[src/rtl/wtc_pkg.sv]
package wtc_pkg;
  localparam int unsigned WAYS = 2;

  typedef enum logic [1:0] {
    ST_IDLE  = 2'd0,
    ST_FETCH = 2'd1,
    ST_STORE = 2'd2,
    ST_DONE  = 2'd3
  } ctrl_state_e;
endpackage

[src/rtl/wtc_rst_sync.sv]
module wtc_rst_sync (
  input  logic clk,
  input  logic rst_n_in,
  output logic rst_n_out
);
  logic [1:0] sync_q;

  always_ff @(posedge clk or negedge rst_n_in) begin
    if (!rst_n_in) sync_q <= 2'b00;
    else           sync_q <= {sync_q[0], 1'b1};
  end

  assign rst_n_out = sync_q[1];
endmodule

[src/rtl/wtc_tag_store.sv]
module wtc_tag_store
  import wtc_pkg::*;
#(
  parameter int unsigned SETS  = 2,
  parameter int unsigned TAG_W = 6
) (
  input  logic                     clk,
  input  logic                     rst_n,
  input  logic [$clog2(SETS)-1:0]  lk_set,
  input  logic [TAG_W-1:0]         lk_tag,
  output logic [WAYS-1:0]          hit_vec,
  output logic [WAYS-1:0]          vld_vec,
  input  logic                     fill_en,
  input  logic                     fill_way,
  input  logic [$clog2(SETS)-1:0]  fill_set,
  input  logic [TAG_W-1:0]         fill_tag
);
  for (genvar w = 0; w < WAYS; w++) begin : g_way
    logic [SETS-1:0]  valid_q;
    logic [SETS-1:0]  valid_d;
    logic [TAG_W-1:0] tag_q [SETS];
    logic             wr_this;

    assign wr_this = fill_en && (int'(fill_way) == w);

    always_comb begin
      valid_d = valid_q;
      if (wr_this) valid_d[fill_set] = 1'b1;
    end

    always_ff @(posedge clk or negedge rst_n) begin
      if (!rst_n) valid_q <= '0;
      else        valid_q <= valid_d;
    end

    always_ff @(posedge clk) begin
      if (wr_this) tag_q[fill_set] <= fill_tag;
    end

    assign vld_vec[w] = valid_q[lk_set];
    assign hit_vec[w] = valid_q[lk_set] && (tag_q[lk_set] == lk_tag);
  end
endmodule

[src/rtl/wtc_data_store.sv]
module wtc_data_store
  import wtc_pkg::*;
#(
  parameter int unsigned SETS        = 2,
  parameter int unsigned BLOCK_BYTES = 2
) (
  input  logic                                     clk,
  input  logic [$clog2(SETS)-1:0]                  rd_set,
  output logic [WAYS-1:0][BLOCK_BYTES*8-1:0]       rd_blk,
  input  logic                                     fill_en,
  input  logic                                     fill_way,
  input  logic [$clog2(SETS)-1:0]                  fill_set,
  input  logic [BLOCK_BYTES*8-1:0]                 fill_blk,
  input  logic                                     upd_en,
  input  logic                                     upd_way,
  input  logic [$clog2(SETS)-1:0]                  upd_set,
  input  logic [$clog2(BLOCK_BYTES)-1:0]           upd_off,
  input  logic                                     upd_half,
  input  logic [15:0]                              upd_data
);
  localparam int unsigned BLK_W = BLOCK_BYTES * 8;

  logic [BLOCK_BYTES-1:0] byte_en;
  logic [7:0]             byte_val [BLOCK_BYTES];

  always_comb begin
    for (int b = 0; b < BLOCK_BYTES; b++) begin
      byte_en[b]  = (b == int'(upd_off)) || (upd_half && (b == int'(upd_off) + 1));
      byte_val[b] = (b == int'(upd_off)) ? upd_data[7:0] : upd_data[15:8];
    end
  end

  for (genvar w = 0; w < WAYS; w++) begin : g_way
    logic [BLK_W-1:0] blk_q [SETS];
    logic             fill_this;
    logic             upd_this;

    assign fill_this = fill_en && (int'(fill_way) == w);
    assign upd_this  = upd_en  && (int'(upd_way)  == w);

    always_ff @(posedge clk) begin
      for (int b = 0; b < BLOCK_BYTES; b++) begin
        if (fill_this) begin
          blk_q[fill_set][b*8 +: 8] <= fill_blk[b*8 +: 8];
        end else if (upd_this && byte_en[b]) begin
          blk_q[upd_set][b*8 +: 8] <= byte_val[b];
        end
      end
    end

    assign rd_blk[w] = blk_q[rd_set];
  end
endmodule

[src/rtl/wtc_lru.sv]
module wtc_lru #(
  parameter int unsigned SETS = 2
) (
  input  logic                    clk,
  input  logic                    rst_n,
  input  logic [$clog2(SETS)-1:0] rd_set,
  output logic                    lru_way,
  input  logic                    touch_en,
  input  logic [$clog2(SETS)-1:0] touch_set,
  input  logic                    touch_way
);
  logic [SETS-1:0] lru_q;
  logic [SETS-1:0] lru_d;

  always_comb begin
    lru_d = lru_q;
    if (touch_en) lru_d[touch_set] = ~touch_way;
  end

  always_ff @(posedge clk or negedge rst_n) begin
    if (!rst_n) lru_q <= '0;
    else        lru_q <= lru_d;
  end

  assign lru_way = lru_q[rd_set];
endmodule

[src/rtl/wtc_ctrl.sv]
module wtc_ctrl
  import wtc_pkg::*;
(
  input  logic        clk,
  input  logic        rst_n,
  input  logic        req,
  input  logic        we,
  input  logic        hit_any,
  input  logic        mem_ack,
  output ctrl_state_e state_q
);
  ctrl_state_e state_d;

  always_comb begin
    state_d = state_q;
    unique case (state_q)
      ST_IDLE: begin
        if (req) begin
          if (we)           state_d = ST_STORE;
          else if (hit_any) state_d = ST_DONE;
          else              state_d = ST_FETCH;
        end
      end
      ST_FETCH: if (mem_ack) state_d = ST_DONE;
      ST_STORE: if (mem_ack) state_d = ST_DONE;
      ST_DONE:  state_d = ST_IDLE;
      default:  state_d = ST_IDLE;
    endcase
  end

  always_ff @(posedge clk or negedge rst_n) begin
    if (!rst_n) state_q <= ST_IDLE;
    else        state_q <= state_d;
  end
endmodule

[src/rtl/wtc_cache.sv]
module wtc_cache
  import wtc_pkg::*;
#(
  parameter int unsigned ADDR_W      = 8,
  parameter int unsigned SETS        = 2,
  parameter int unsigned BLOCK_BYTES = 2
) (
  input  logic                     clk,
  input  logic                     rst_n,
  input  logic                     cpu_req,
  input  logic                     cpu_we,
  input  logic                     cpu_half,
  input  logic [ADDR_W-1:0]        cpu_addr,
  input  logic [15:0]              cpu_wdata,
  output logic                     cpu_done,
  output logic [15:0]              cpu_rdata,
  output logic                     mem_req,
  output logic                     mem_we,
  output logic                     mem_half,
  output logic [ADDR_W-1:0]        mem_addr,
  output logic [15:0]              mem_wdata,
  input  logic [BLOCK_BYTES*8-1:0] mem_rdata,
  input  logic                     mem_ack
);
  localparam int unsigned SET_W = $clog2(SETS);
  localparam int unsigned OFF_W = $clog2(BLOCK_BYTES);
  localparam int unsigned TAG_W = ADDR_W - SET_W - OFF_W;
  localparam int unsigned BLK_W = BLOCK_BYTES * 8;

  logic                        rst_sync_n;
  ctrl_state_e                 state;
  logic [SET_W-1:0]            set_f;
  logic [TAG_W-1:0]            tag_f;
  logic [OFF_W-1:0]            off_f;
  logic [WAYS-1:0]             hit_vec;
  logic [WAYS-1:0]             vld_vec;
  logic                        hit_any;
  logic                        hit_way;
  logic                        lru_way;
  logic                        victim_way;
  logic                        in_idle;
  logic                        accept;
  logic                        fill_en;
  logic                        upd_en;
  logic                        touch_en;
  logic                        touch_way;
  logic [WAYS-1:0][BLK_W-1:0]  rd_blk;
  logic [15:0]                 rdata_q;
  logic [15:0]                 rdata_d;
  logic                        rdata_en;

  function automatic logic [15:0] pick_bytes(input logic [BLK_W-1:0] blk,
                                             input logic [OFF_W-1:0] off,
                                             input logic half);
    logic [7:0] lo;
    logic [7:0] hi;
    lo = 8'h00;
    hi = 8'h00;
    for (int b = 0; b < BLOCK_BYTES; b++) begin
      if (b == int'(off))     lo = blk[b*8 +: 8];
      if (b == int'(off) + 1) hi = blk[b*8 +: 8];
    end
    return half ? {hi, lo} : {8'h00, lo};
  endfunction

  wtc_rst_sync u_rst (
    .clk       (clk),
    .rst_n_in  (rst_n),
    .rst_n_out (rst_sync_n)
  );

  assign off_f = cpu_addr[OFF_W-1:0];
  assign set_f = cpu_addr[OFF_W +: SET_W];
  assign tag_f = cpu_addr[ADDR_W-1 -: TAG_W];

  wtc_tag_store #(.SETS(SETS), .TAG_W(TAG_W)) u_tags (
    .clk      (clk),
    .rst_n    (rst_sync_n),
    .lk_set   (set_f),
    .lk_tag   (tag_f),
    .hit_vec  (hit_vec),
    .vld_vec  (vld_vec),
    .fill_en  (fill_en),
    .fill_way (victim_way),
    .fill_set (set_f),
    .fill_tag (tag_f)
  );

  wtc_data_store #(.SETS(SETS), .BLOCK_BYTES(BLOCK_BYTES)) u_data (
    .clk      (clk),
    .rd_set   (set_f),
    .rd_blk   (rd_blk),
    .fill_en  (fill_en),
    .fill_way (victim_way),
    .fill_set (set_f),
    .fill_blk (mem_rdata),
    .upd_en   (upd_en),
    .upd_way  (hit_way),
    .upd_set  (set_f),
    .upd_off  (off_f),
    .upd_half (cpu_half),
    .upd_data (cpu_wdata)
  );

  wtc_lru #(.SETS(SETS)) u_lru (
    .clk       (clk),
    .rst_n     (rst_sync_n),
    .rd_set    (set_f),
    .lru_way   (lru_way),
    .touch_en  (touch_en),
    .touch_set (set_f),
    .touch_way (touch_way)
  );

  wtc_ctrl u_ctrl (
    .clk     (clk),
    .rst_n   (rst_sync_n),
    .req     (cpu_req),
    .we      (cpu_we),
    .hit_any (hit_any),
    .mem_ack (mem_ack),
    .state_q (state)
  );

  assign hit_any = |hit_vec;
  assign hit_way = hit_vec[1];

  always_comb begin
    if (!vld_vec[0])      victim_way = 1'b0;
    else if (!vld_vec[1]) victim_way = 1'b1;
    else                  victim_way = lru_way;
  end

  assign in_idle   = (state == ST_IDLE);
  assign accept    = in_idle && cpu_req;
  assign fill_en   = (state == ST_FETCH) && mem_ack;
  assign upd_en    = accept && cpu_we && hit_any;
  assign touch_en  = (accept && hit_any) || fill_en;
  assign touch_way = fill_en ? victim_way : hit_way;

  assign mem_req   = (state == ST_FETCH) || (state == ST_STORE);
  assign mem_we    = (state == ST_STORE);
  assign mem_half  = cpu_half;
  assign mem_wdata = cpu_wdata;
  assign mem_addr  = (state == ST_FETCH) ? {cpu_addr[ADDR_W-1:OFF_W], {OFF_W{1'b0}}}
                                         : cpu_addr;

  always_comb begin
    rdata_en = 1'b0;
    rdata_d  = rdata_q;
    if (accept && !cpu_we && hit_any) begin
      rdata_en = 1'b1;
      rdata_d  = pick_bytes(rd_blk[hit_way], off_f, cpu_half);
    end else if (fill_en) begin
      rdata_en = 1'b1;
      rdata_d  = pick_bytes(mem_rdata, off_f, cpu_half);
    end
  end

  always_ff @(posedge clk or negedge rst_sync_n) begin
    if (!rst_sync_n)   rdata_q <= '0;
    else if (rdata_en) rdata_q <= rdata_d;
  end

  assign cpu_rdata = rdata_q;
  assign cpu_done  = (state == ST_DONE);
endmodule

[config.mk]
export PLATFORM = sky130hd
export DESIGN_NAME = wtc_cache
export DESIGN_NICKNAME = d
export VERILOG_FILES = /design/src/rtl/wtc_pkg.sv /design/src/rtl/wtc_rst_sync.sv /design/src/rtl/wtc_tag_store.sv /design/src/rtl/wtc_data_store.sv /design/src/rtl/wtc_lru.sv /design/src/rtl/wtc_ctrl.sv /design/src/rtl/wtc_cache.sv
export SDC_FILE = /design/constraint.sdc
export NUM_CORES = 1
export LEC_CHECK = 0
export ABC_AREA = 1
export BUFFER_PORTS_ARGS = -buffer_cell sky130_fd_sc_hd__buf_4
export CAP_MARGIN = 25
export CELL_PAD_IN_SITES_DETAIL_PLACEMENT = 0
export CELL_PAD_IN_SITES_GLOBAL_PLACEMENT = 1
export CORE_UTILIZATION = 43
export DETAILED_ROUTE_END_ITERATION = 7
export PLACE_DENSITY = 0.86
export REMOVE_ABC_BUFFERS = 1
export SLEW_MARGIN = 20
export SYNTH_ARGS = -nofsm -noshare
export SYNTH_HDL_FRONTEND = slang
export SYNTH_SLANG_ARGS = --single-unit
export TNS_END_PERCENT = 10
[constraint.sdc]
create_clock -name clk -period 1.06 [get_ports clk]
set_input_delay 0 -clock clk [delete_from_list [all_inputs] [get_ports clk]]
set_output_delay 0 -clock clk [all_outputs]
set_load 0.005 [all_outputs]
==> results.py, run 1 <==
metrics = {
    "status": {
        "status": "complete, but fails checks",
        "violations": "setup timing",
    },
    "critical_path": {
        "crit_chain": "inv_1, nand2_2, nand3_2, nand2_1, nor2_1, nand2_2, nor2_8, nand4_4, nor2_8, nor2_4, nor2_2, buf_6",
        "critPathSlowestCell": "edfxtp_1",
        "cp_top_family": "simple AND/OR/NAND/NOR gates",
        "path_buf_inv": 2,
        "required_ps": 1190,
        "end_kind": "flop",
        "worstSetupPathType": "reg2reg",
        "crit_path_max_incr_delay_ps": 410,
        "cp.arrival_ps": 2150,
        "path_max_fanout": 8,
        "start_kind": "flop",
    },
    "floorplanning": {
        "floorplan.die_area_sq_um": 15200,
        "die-height_microns": 123,
        "die_w_microns": 123,
        "start_util_pct": 43.8,
        "coreArea_sq_um": 14500,
        "pin_count": 90,
        "num_rows": 44,
    },
    "drt": {
        "routed-wl-met3_microns": 979,
        "routed_wl_microns": 17300,
        "drtPass1Iterations": 4,
        "vias": 5583,
        "initialDrtViolationCount": 358,
        "ant_nets": 0,
        "wl_met2_microns": 8610,
        "detail_route.wl_per_cell_microns": 15.6,
        "drc": 0,
        "vias_per_cell": 5.04,
        "highest-signal-layer": "met4",
        "drt-met1-wl_microns": 7170,
    },
    "finish": {
        "nFillCells": 1218,
        "layout-drive-gt1-share_pct": 33.7,
        "fin_area_sq_um": 8780,
        "syn_to_final_growth_pct": 38.3,
        "antenna-diode-count": 0,
        "nNetsFinal": 961,
    },
    "sta": {
        "setup_viol": 180,
        "hold_viol_final": 0,
        "drv_slew": 0,
        "grt_setup_unrepaired": "yes",
        "setup_tns_ps": -143160,
        "finalCritPeriodShare_pct": 191,
        "skew_ps": 9.80,
        "setup_ws_ps": -960,
        "period_minus_slack_ps": 2020,
        "max_freq_mhz": 495,
    },
    "global_routing": {
        "grt_pass1_wl_microns": 26900,
        "grt_max_degree": 32,
        "grt_pass1_vias": 5464,
        "antenna_found_initial": 0,
        "gr-total-overflow": 0,
        "gr-usage-all-layers_pct": 24.1,
    },
    "clocking": {
        "cts_buffers": 17,
        "clock_sinks": 114,
        "clk_latency_ps": 430,
        "clkSlewWorstSetupHoldPaths_ps": 50,
        "cts_tree": "done",
        "h-tree-depth": 4,
        "cts_buffer_depth": 2,
        "root_buffer": "clkbuf_16",
    },
    "hold_path": {
        "hold_path_class": "in2reg",
    },
    "placed_design": {
        "hpwl_microns": 12200,
        "dpl_cell_area_sq_um": 7560,
        "place_congestion": 0.846,
        "port_buffers": 89,
    },
    "synth": {
        "synthDistinctLibCells": 31,
        "synth_sequential_area_ratio_pct": 51.9,
        "synth_xor_area_share_pct": 0,
        "synthMuxAreaShare_pct": 1.26,
        "avgSynthCellArea_sq_um": 8.49,
        "ys_warn_count": 0,
        "synthAdderAreaFrac_pct": 0.986,
        "synth-simple-area-share_pct": 31.8,
        "yosys.area.top_type": "edfxtp_1",
        "synth_top_family_by_area": "simple AND/OR/NAND/NOR gates",
        "ys_top_cells_by_area": "edfxtp_1 42%, nand2_1 20%, dfrtp_1 10%",
        "netlist_area_sq_um": 6340,
        "netlist_instances": 747,
        "synth_top_area_share_pct": 41.6,
        "ys_ff_latch": 114,
        "synth_compound_area_share_pct": 4.91,
    },
    "power_and_ir_drop": {
        "ir_drop_v": 0.00122,
        "p_total_mw": 15.7,
        "power_density_nw_per_um2": 1790,
        "leakage_nw": 4.17,
    },
    "run": {
        "cap_violations": 0,
    },
}
## state kept, by name, indices dropped and copies added, names as in the netlist
register,flops
u_ctrl.state_q,2
u_rst.sync_q,2
u_lru.lru_q,2
cpu_rdata,16
u_tags.g_way.tag_q,24
u_data.g_way.blk_q,64
u_tags.g_way.valid_q,4
## area by class of cell
cell class                 count  area [sq um]  share of cell area [%]
clock buffer                  17           425                    4.85
sequential                   114          3290                    37.5
clock inverter                15           183                    2.08
inverter                      54           210                    2.40
timing repair buffer         197          1680                    19.2
multi-input combinational    526          2750                    31.3
tap                          184           230                    2.62
## where the power goes
part	leakage (nW)	switching, mW	internal, mW
registers	1.11	0.321	5.47
clock network	0.286	2.12	3.71
logic	2.77	2.10	1.96
total	4.17	4.54	11.1
## cell families (layout without fill, tap and decap cells)
logic type,count (synthesis),count (layout)
DFF,114,114
and+or+nand+nor,461,461
muxes,8,8
other,1,1
adders and majority gates,5,5
AOI/OAI and AO/OA,51,51
buffers and inverters,107,283
## worst paths after layout
check	start	to	slack, ps	depth (start not counted)
setup / recovery	u_tags.g_way[1].tag_q[0][3]	u_data.g_way[1].blk_q[1][11]	-960	12
setup reg to reg	u_tags.g_way[1].tag_q[0][3]	u_data.g_way[1].blk_q[1][11]	-960	12
hold / removal	cpu_wdata[12]	u_data.g_way[0].blk_q[0][12]	20	5
max in group asynchronous	rst_n	u_rst.sync_q[0]	510	3
hold reg to reg	u_rst.sync_q[1]	cpu_rdata[15]	250	1
min in group asynchronous	u_rst.sync_q[1]	cpu_rdata[15]	250	1
## repair_timing
action / in CTS / in global routing
resized for setup: 67 / 48
endpoints found under the hold margin: 96 / 0
setup buffers: 1 / 1
setup endpoints to repair: 180 / 180
hold buffers: 26 / 0
pin swaps: 18 / 16
## Yosys cell counts
library cell,number
nand3_1,59
buf_2,4
a22oi_1,9
o21ai_0,19
clkinv_1,1
nand2_1,332
a21oi_1,14
buf_8,1
nor2_8,3
or2_2,2
mux2i_1,8
nor2_4,5
nand3_4,1
edfxtp_1,88
a21oi_4,1
nor2_1,42
conb_1,1
a211oi_1,1
nand2_2,10
o22ai_1,1
nand2_4,4
buf_4,25
nand4_4,3
inv_6,1
o21ai_2,5
dfrtp_1,26
o21ai_1,1
clkbuf_1,15
ha_1,5
inv_1,52
buf_6,8
## through the flow
stage / util [%] / setup slack [ps] / std cells / hold WS, ps
after floorplan: - / -1130 / 694 / -296
after global placement: 52.2 / -889 / 1047 / -218
after detailed placement: 52.2 / -936 / 1047 / -215
after CTS: 59.5 / -870 / 1106 / 23.9
after global routing: 60.6 / -1040 / 1107 / 46.9
final: 60.6 / -960 / 1107 / 22.8
## worst min-delay path, cell delays in order
cell     delay [ps]
buf_4            90
nand2_1          40
nand2_1          70
nand2_1          70
o21ai_2          60
## layer usage
| layer | global-route usage, % | vias to the layer above |
|---|---|---|
| met5 | 0 | - |
| met4 | 10.3 | 0 |
| met3 | 5.63 | 46 |
| met2 | 41.1 | 203 |
| met1 | 29.0 | 2612 |
| li1 | - | 2722 |
## layout by cell type (no fill, tap or decap), types with 7 or more instances in the layout
cell,n
buf_6,14
o21ai_2,18
edfxtp_1,88
buf_4,150
a22oi_1,9
nand2_1,304
dfrtp_1,26
dlygate4sd3_1,26
clkbuf_16,17
buf_12,7
inv_1,46
nand3_1,53
a21oi_1,12
nor2_1,29
nor2_2,9
nor2_4,9
nand2_2,34
mux2i_1,8
No activity file was read; power rests on OpenSTA's default activity.
==> run 2, diff against run 1 <==
ABC_AREA = 0   (was 1)
CORE_UTILIZATION = 35   (was 43)
PLACE_DENSITY = 0.69   (was 0.86)
==> run 2 against run 1 <==
The run still ends with setup timing left. Sequential power up 0.7%. Area after synthesis is 8.6% lower. Design area down 4.3%. Register-to-register slack got worse by 340 ps. Wire length is 6.9% lower. First-iteration DRC count is 39% lower. Cell count fell by 23%. Hold slack gained 6.3 ps.
==> results.py, run 2 <==
metrics = {
    "finish": {
        "fin_area_sq_um": 8400,
        "nNetsFinal": 679,
        "top_register": "u_data.g_way.blk_q",
        "instances_no_fill": 857,
        "syn_to_final_growth_pct": 44.7,
        "layout_commonest_cell": "buf_4",
        "layout_common_cells": "154 x buf_4, 88 x edfxtp_1, 49 x mux2i_1, 32 x mux2_2, 31 x dlygate4sd3_1",
        "largest_reg_flops": 64,
        "nFillCells": 1392,
        "antenna-diode-count": 0,
        "utilization_pct": 52.3,
        "layout-drive-gt1-share_pct": 45.6,
    },
    "critical_path": {
        "r2r_cells": 8,
        "crit_chain": "xor2_1, o32ai_2, nand4_1, o211a_4, buf_6, and3b_2, buf_6, mux2_2",
        "worst_r2r_endpoint": "u_data.g_way[0].blk_q[0][3]",
        "required_ps": 1220,
        "path_buf_inv": 2,
        "reg2reg_from": "u_tags.g_way[1].tag_q[0][3]",
        "crit_path_max_incr_delay_ps": 390,
        "crit_top_cell": "buf_6",
        "end_kind": "flop",
        "rrSetupSlack_ps": -1300,
        "path_max_fanout": 4,
        "worstSetupEndpoint": "u_data.g_way[0].blk_q[0][3]",
        "start_kind": "flop",
        "critPathSlowestCell": "edfxtp_1",
        "cp.arrival_ps": 2520,
        "worstSetupPathType": "reg2reg",
        "path_depth": 8,
        "critPathLaunch": "u_tags.g_way[1].tag_q[0][3]",
        "cp_top_family": "compound AO/OA/AOI/OAI gates",
    },
    "global_routing": {
        "grt_pass1_vias": 4399,
        "grt_pass1_wl_microns": 24500,
        "gr-usage-all-layers_pct": 20.3,
        "antenna_found_initial": 0,
        "grt_max_degree": 39,
        "gr-total-overflow": 0,
    },
    "synth": {
        "synthMuxAreaShare_pct": 17.9,
        "ys_warn_count": 0,
        "synth_common_cells": "88 x edfxtp_1, 50 x mux2i_1, 48 x mux2_2",
        "synth_xor_area_share_pct": 2.11,
        "synth_top_area_share_pct": 45.6,
        "synthAdderAreaFrac_pct": 1.08,
        "avgSynthCellArea_sq_um": 12.9,
        "yosysMostFrequentCell": "edfxtp_1",
        "synth_top_flop_cell": "edfxtp_1",
        "synthArstFlopShare_pct": 22.8,
        "netlist_instances": 449,
        "synth-simple-area-share_pct": 7.83,
        "synth_sequential_area_ratio_pct": 56.8,
        "synth_edf_count": 88,
        "netlist_area_sq_um": 5800,
        "synth_compound_area_share_pct": 8.33,
        "ys_ff_latch": 114,
        "synthDistinctLibCells": 48,
        "ys_top_cells_by_area": "edfxtp_1 46%, dfrtp_1 11%, mux2_2 9.3%",
        "yosys.area.top_type": "edfxtp_1",
        "synth_top_family_by_area": "multiplexers",
    },
    "drt": {
        "initialDrtViolationCount": 220,
        "detail_route.wl_per_cell_microns": 18.8,
        "ant_nets": 0,
        "vias_per_cell": 5.03,
        "routed_wl_microns": 16100,
        "drc": 0,
        "drtPass1Iterations": 5,
        "vias": 4309,
    },
    "hold_path": {
        "hold_path_class": "in2reg",
    },
    "clocking": {
        "root_buffer": "clkbuf_16",
        "cts_buffers": 17,
        "h-tree-depth": 4,
        "clk_latency_ps": 420,
        "clock_sinks": 114,
        "cts_tree": "done",
        "clkSlewWorstSetupHoldPaths_ps": 50,
        "cts_buffer_depth": 2,
    },
    "sta": {
        "slew_headroom_pct": 65.2,
        "max_freq_mhz": 424,
        "skew_ps": 8.66,
        "tightest_slew_ps": 522,
        "setup_ws_ps": -1300,
        "drv_slew": 0,
        "period_minus_slack_ps": 2360,
        "setup_viol": 180,
        "hold_viol_final": 0,
        "finalCritPeriodShare_pct": 223,
        "grt_setup_unrepaired": "yes",
    },
    "power_and_ir_drop": {
        "p_total_mw": 15.8,
        "ir_drop_v": 0.00135,
        "power_density_nw_per_um2": 1880,
        "leakage_nw": 3.42,
    },
    "floorplanning": {
        "pin_count": 90,
        "die-height_microns": 131,
        "num_rows": 46,
        "floorplan.die_area_sq_um": 17100,
        "start_util_pct": 36.1,
        "die_w_microns": 131,
        "coreArea_sq_um": 16100,
    },
    "status": {
        "violations": "setup timing",
        "status": "complete, but fails checks",
    },
    "placed_design": {
        "hpwl_microns": 10900,
        "dpl_cell_area_sq_um": 7100,
        "dp.cells": 789,
        "place_congestion": 0.788,
        "port_buffers": 89,
    },
    "run": {
        "cap_violations": 0,
    },
}
-- run 2: cell count changes after synthesis, moves of 9 or more --
cell	change
nor2_1	-19
a21oi_1	+9
nor2b_1	+13
nand2_1	-317
mux2i_1	+42
a31oi_1	+9
xor2_1	+11
nand3_1	-58
nand2_2	-10
mux2_2	+48
inv_1	-44
-- run 2: repair_timing --
action	CTS	global route
buffers inserted	5	0
hold buffers	31	0
gates cloned	0	0
endpoints found under the hold margin	94	0
setup endpoints to repair	180	180
resized for setup	76	18
pin swaps	13	12
-- run 2: stage by stage --
step,hold WS (ps),setup WS (ps),setup TNS (ps)
floorplan,-296,-1640,-226360
global route,39.6,-1390,-202700
CTS,18.7,-1380,-194900
finish,29.0,-1300,-184030
detailed placement,-215,-1490,-206350
global placement,-217,-1520,-206320
-- run 2: worst min-delay path: stages --
cell,delay [ps]
buf_4,100
buf_4,110
buf_4,130
-- run 2: logic make-up after synthesis --
kind of cell	count (synthesis)
fa+ha+maj	5
xor+xnor	14
simple gates	82
flops	114
compound gates	78
mux	98
other cells	1
buf+inv	57
-- run 2: cell type report --
type	count	area (sq um)	share of cell area, %
multi-input cells	278	2450	29.1
clock buffers	26	479	5.71
repair buffers	209	1770	21.1
flip-flops and latches	114	3290	39.2
well taps	216	270	3.22
inverters	8	30.0	0.358
clock inverters	6	104	1.24
-- run 2: routing by layer --
metal / GRT usage, % / up-vias / part of all wire [%]
met5: 0 / - / 0
li1: - / 2011 / -
met1: 25.7 / 2112 / 44
met4: 8.79 / 0 / 2.7
met3: 4.36 / 34 / 4.9
met2: 33.5 / 152 / 48
-- run 2: report_power, final --
group | internal (mW) | switching, mW | total (mW)
Sequential | 5.52 | 0.317 | 5.83
Combinational | 2.26 | 2.00 | 4.26
Clock | 3.80 | 1.90 | 5.70
Total | 11.6 | 4.22 | 15.8
-- run 2: how the worst min path moves through the flow --
stage | from | to | depth (start not counted)
floorplan | rst_n | u_rst.sync_q[0] | 0
global placement | rst_n | u_rst.sync_q[0] | 1
detailed placement | rst_n | u_rst.sync_q[1] | 1
CTS | cpu_addr[4] | u_tags.g_way[0].tag_q[0][2] | 3
global route | cpu_addr[4] | u_tags.g_way[1].tag_q[0][2] | 3
finish | cpu_addr[4] | u_tags.g_way[1].tag_q[0][2] | 3
==> run 3, diff against run 2 <==
PLACE_DENSITY = 0.68   (was 0.69)
SYNTH_HIERARCHICAL = 1   (was not set)
==> run 3 against run 2 <==
The flow still finishes with violations (setup timing). Design area up 2.0%. Clock skew increased by 0.64 ps. Hold slack improved by 5.3 ps. Fmax down 4.3%. Critical path depth grew 2. Setup slack got worse by 110 ps. Global-route usage fell by 3.0 points. Critical endpoint is now u_data/g_way[1].blk_q[0][13].
==> results.py, run 3 <==
metrics = {
    "status": {
        "status": "complete, but fails checks",
        "violations": "setup timing",
    },
    "drt": {
        "vias": 3949,
        "drtPass1Iterations": 4,
        "vias_per_cell": 4.85,
        "routed_wl_microns": 15000,
        "detail_route.wl_per_cell_microns": 18.4,
        "initialDrtViolationCount": 179,
        "ant_nets": 0,
        "drc": 0,
    },
    "critical_path": {
        "worstSetupPathType": "reg2reg",
        "path_max_fanout": 5,
        "cp.arrival_ps": 2630,
        "required_ps": 1220,
        "start_kind": "flop",
        "end_kind": "flop",
    },
    "clocking": {
        "root_buffer": "clkbuf_16",
        "cts_buffer_depth": 2,
        "cts_buffers": 17,
        "clkSlewWorstSetupHoldPaths_ps": 60,
        "h-tree-depth": 4,
        "clock_sinks": 114,
        "clk_latency_ps": 420,
        "cts_tree": "done",
    },
    "synth": {
        "netlist_area_sq_um": 6200,
        "ys_top_cells_by_area": "edfxtp_1 43%, mux2_2 13%, dfrtp_1 10%",
        "synth_edf_count": 88,
        "avgSynthCellArea_sq_um": 14.8,
        "yosysMostFrequentCell": "edfxtp_1",
        "synthArstFlopShare_pct": 22.8,
        "synthDistinctLibCells": 54,
        "synth_common_cells": "88 x edfxtp_1, 73 x mux2_2, 36 x mux2i_1",
        "synth_top_area_share_pct": 42.6,
        "ys_warn_count": 6,
        "synth_top_flop_cell": "edfxtp_1",
        "synth_sequential_area_ratio_pct": 53.1,
        "yosys.area.top_type": "edfxtp_1",
        "ys_ff_latch": 114,
        "netlist_instances": 418,
    },
    "sta": {
        "finalCritPeriodShare_pct": 233,
        "grt_setup_unrepaired": "yes",
        "setup_ws_ps": -1410,
        "hold-worst-slack_ps": 34.4,
        "skew_ps": 9.30,
        "setup_viol": 180,
        "hold_viol_final": 0,
        "period_minus_slack_ps": 2470,
        "max_freq_mhz": 406,
        "drv_slew": 0,
        "setup_tns_ps": -209240,
    },
    "finish": {
        "utilization_pct": 49.5,
        "syn_to_final_growth_pct": 38.1,
        "layout-drive-gt1-share_pct": 56.8,
        "layout_commonest_cell": "buf_4",
        "largest_reg_flops": 64,
        "top_register": "u_data/g_way.blk_q",
        "fin_area_sq_um": 8570,
        "antenna-diode-count": 0,
        "nNetsFinal": 629,
        "layout_common_cells": "129 x buf_4, 88 x edfxtp_1, 61 x mux2_2, 36 x mux2i_1, 32 x mux2_4",
    },
    "power_and_ir_drop": {
        "ir_drop_v": 0.00116,
        "leakage_nw": 3.41,
        "power_density_nw_per_um2": 1860,
    },
    "placed_design": {
        "dpl_cell_area_sq_um": 7360,
        "place_congestion": 0.760,
        "port_buffers": 89,
        "hpwl_microns": 9910,
    },
    "floorplanning": {
        "num_rows": 48,
        "pin_count": 90,
        "coreArea_sq_um": 17300,
        "die-height_microns": 135,
        "start_util_pct": 35.9,
        "die_w_microns": 135,
        "floorplan.die_area_sq_um": 18300,
    },
    "run": {
        "cap_violations": 0,
    },
    "hold_path": {
        "hold_path_class": "in2reg",
    },
    "global_routing": {
        "antenna_found_initial": 0,
        "gr-usage-all-layers_pct": 17.3,
        "grt_pass1_vias": 4151,
        "gr-total-overflow": 0,
        "grt_max_degree": 32,
        "grt_pass1_wl_microns": 23000,
    },
}
## run 3: per-layer routing
layer | routed length, microns | GRT usage [%] | vias up
li1 | - | - | 1857
met3 | 485 | 3.25 | 11
met1 | 6530 | 20.9 | 2000
met5 | 0 | 0 | -
met2 | 7880 | 30.5 | 81
met4 | 133 | 6.80 | 0
## run 3: layout make-up
class	instances	area, sq um
clock buffers	20	457
clock inverters	11	160
fillers	1518	8730
inverters	17	66.3
multi-input cells	244	2640
flip-flops and latches	114	3290
well taps	225	282
repair buffers	184	1670
## run 3: through the flow
stage                     cells  total power, mW  setup slack, ps
after floorplan             375             7.52            -2910
after global placement      749             9.42            -1460
after detailed placement    749             9.53            -1570
after CTS                   814             15.9            -1410
after global routing        815             16.7            -1570
final                       815             15.9            -1410
## run 3: final timing paths
kind,from,to,slack (ps),cells past startpoint
setup / recovery,u_tags/g_way[1].tag_q[1][2],u_data/g_way[1].blk_q[0][13],-1410,10
hold / removal,cpu_we,u_ctrl/state_q[1],30,3
setup reg to reg,u_tags/g_way[1].tag_q[1][2],u_data/g_way[1].blk_q[0][13],-1410,10
hold reg to reg,u_rst/sync_q[1],u_ctrl/state_q[0],220,1
max in group asynchronous,rst_n,u_rst/sync_q[1],490,3
min in group asynchronous,u_rst/sync_q[1],u_ctrl/state_q[0],220,1
## run 3: report_power, final
| group | internal (mW) | switching (mW) | total, mW |
|---|---|---|---|
| Sequential | 5.51 | 0.340 | 5.85 |
| Clock | 4.01 | 1.96 | 5.97 |
| Combinational | 2.32 | 1.79 | 4.10 |
| Total | 11.8 | 4.09 | 15.9 |
## run 3: kinds of logic after synthesis
group | synth area share (%)
muxes | 28.0
DFF | 53.1
buffers and inverters | 6.94
and+or+nand+nor | 5.45
AOI/OAI and AO/OA | 3.47
xor gates and xnor gates | 1.98
adders and majority gates | 1.01
other | 0.0605
## run 3: timing repair
item,in CTS,in global routing
cloned,1,1
hold buffers,26,0
setup endpoints to repair,180,180
endpoints found under the hold margin,99,0
pin swaps,5,5
setup buffers,7,2
gates resized for setup,58,28
## run 3: worst max-delay path, stage by stage (launching register included)
cell       delay, ps
edfxtp_1         350
mux2i_1          180
xor2_1           180
nand3_1          140
nor4_4           270
o211ai_4         120
nor2_4           130
buf_6            120
and3_4           250
clkbuf_16        170
mux2_4           300
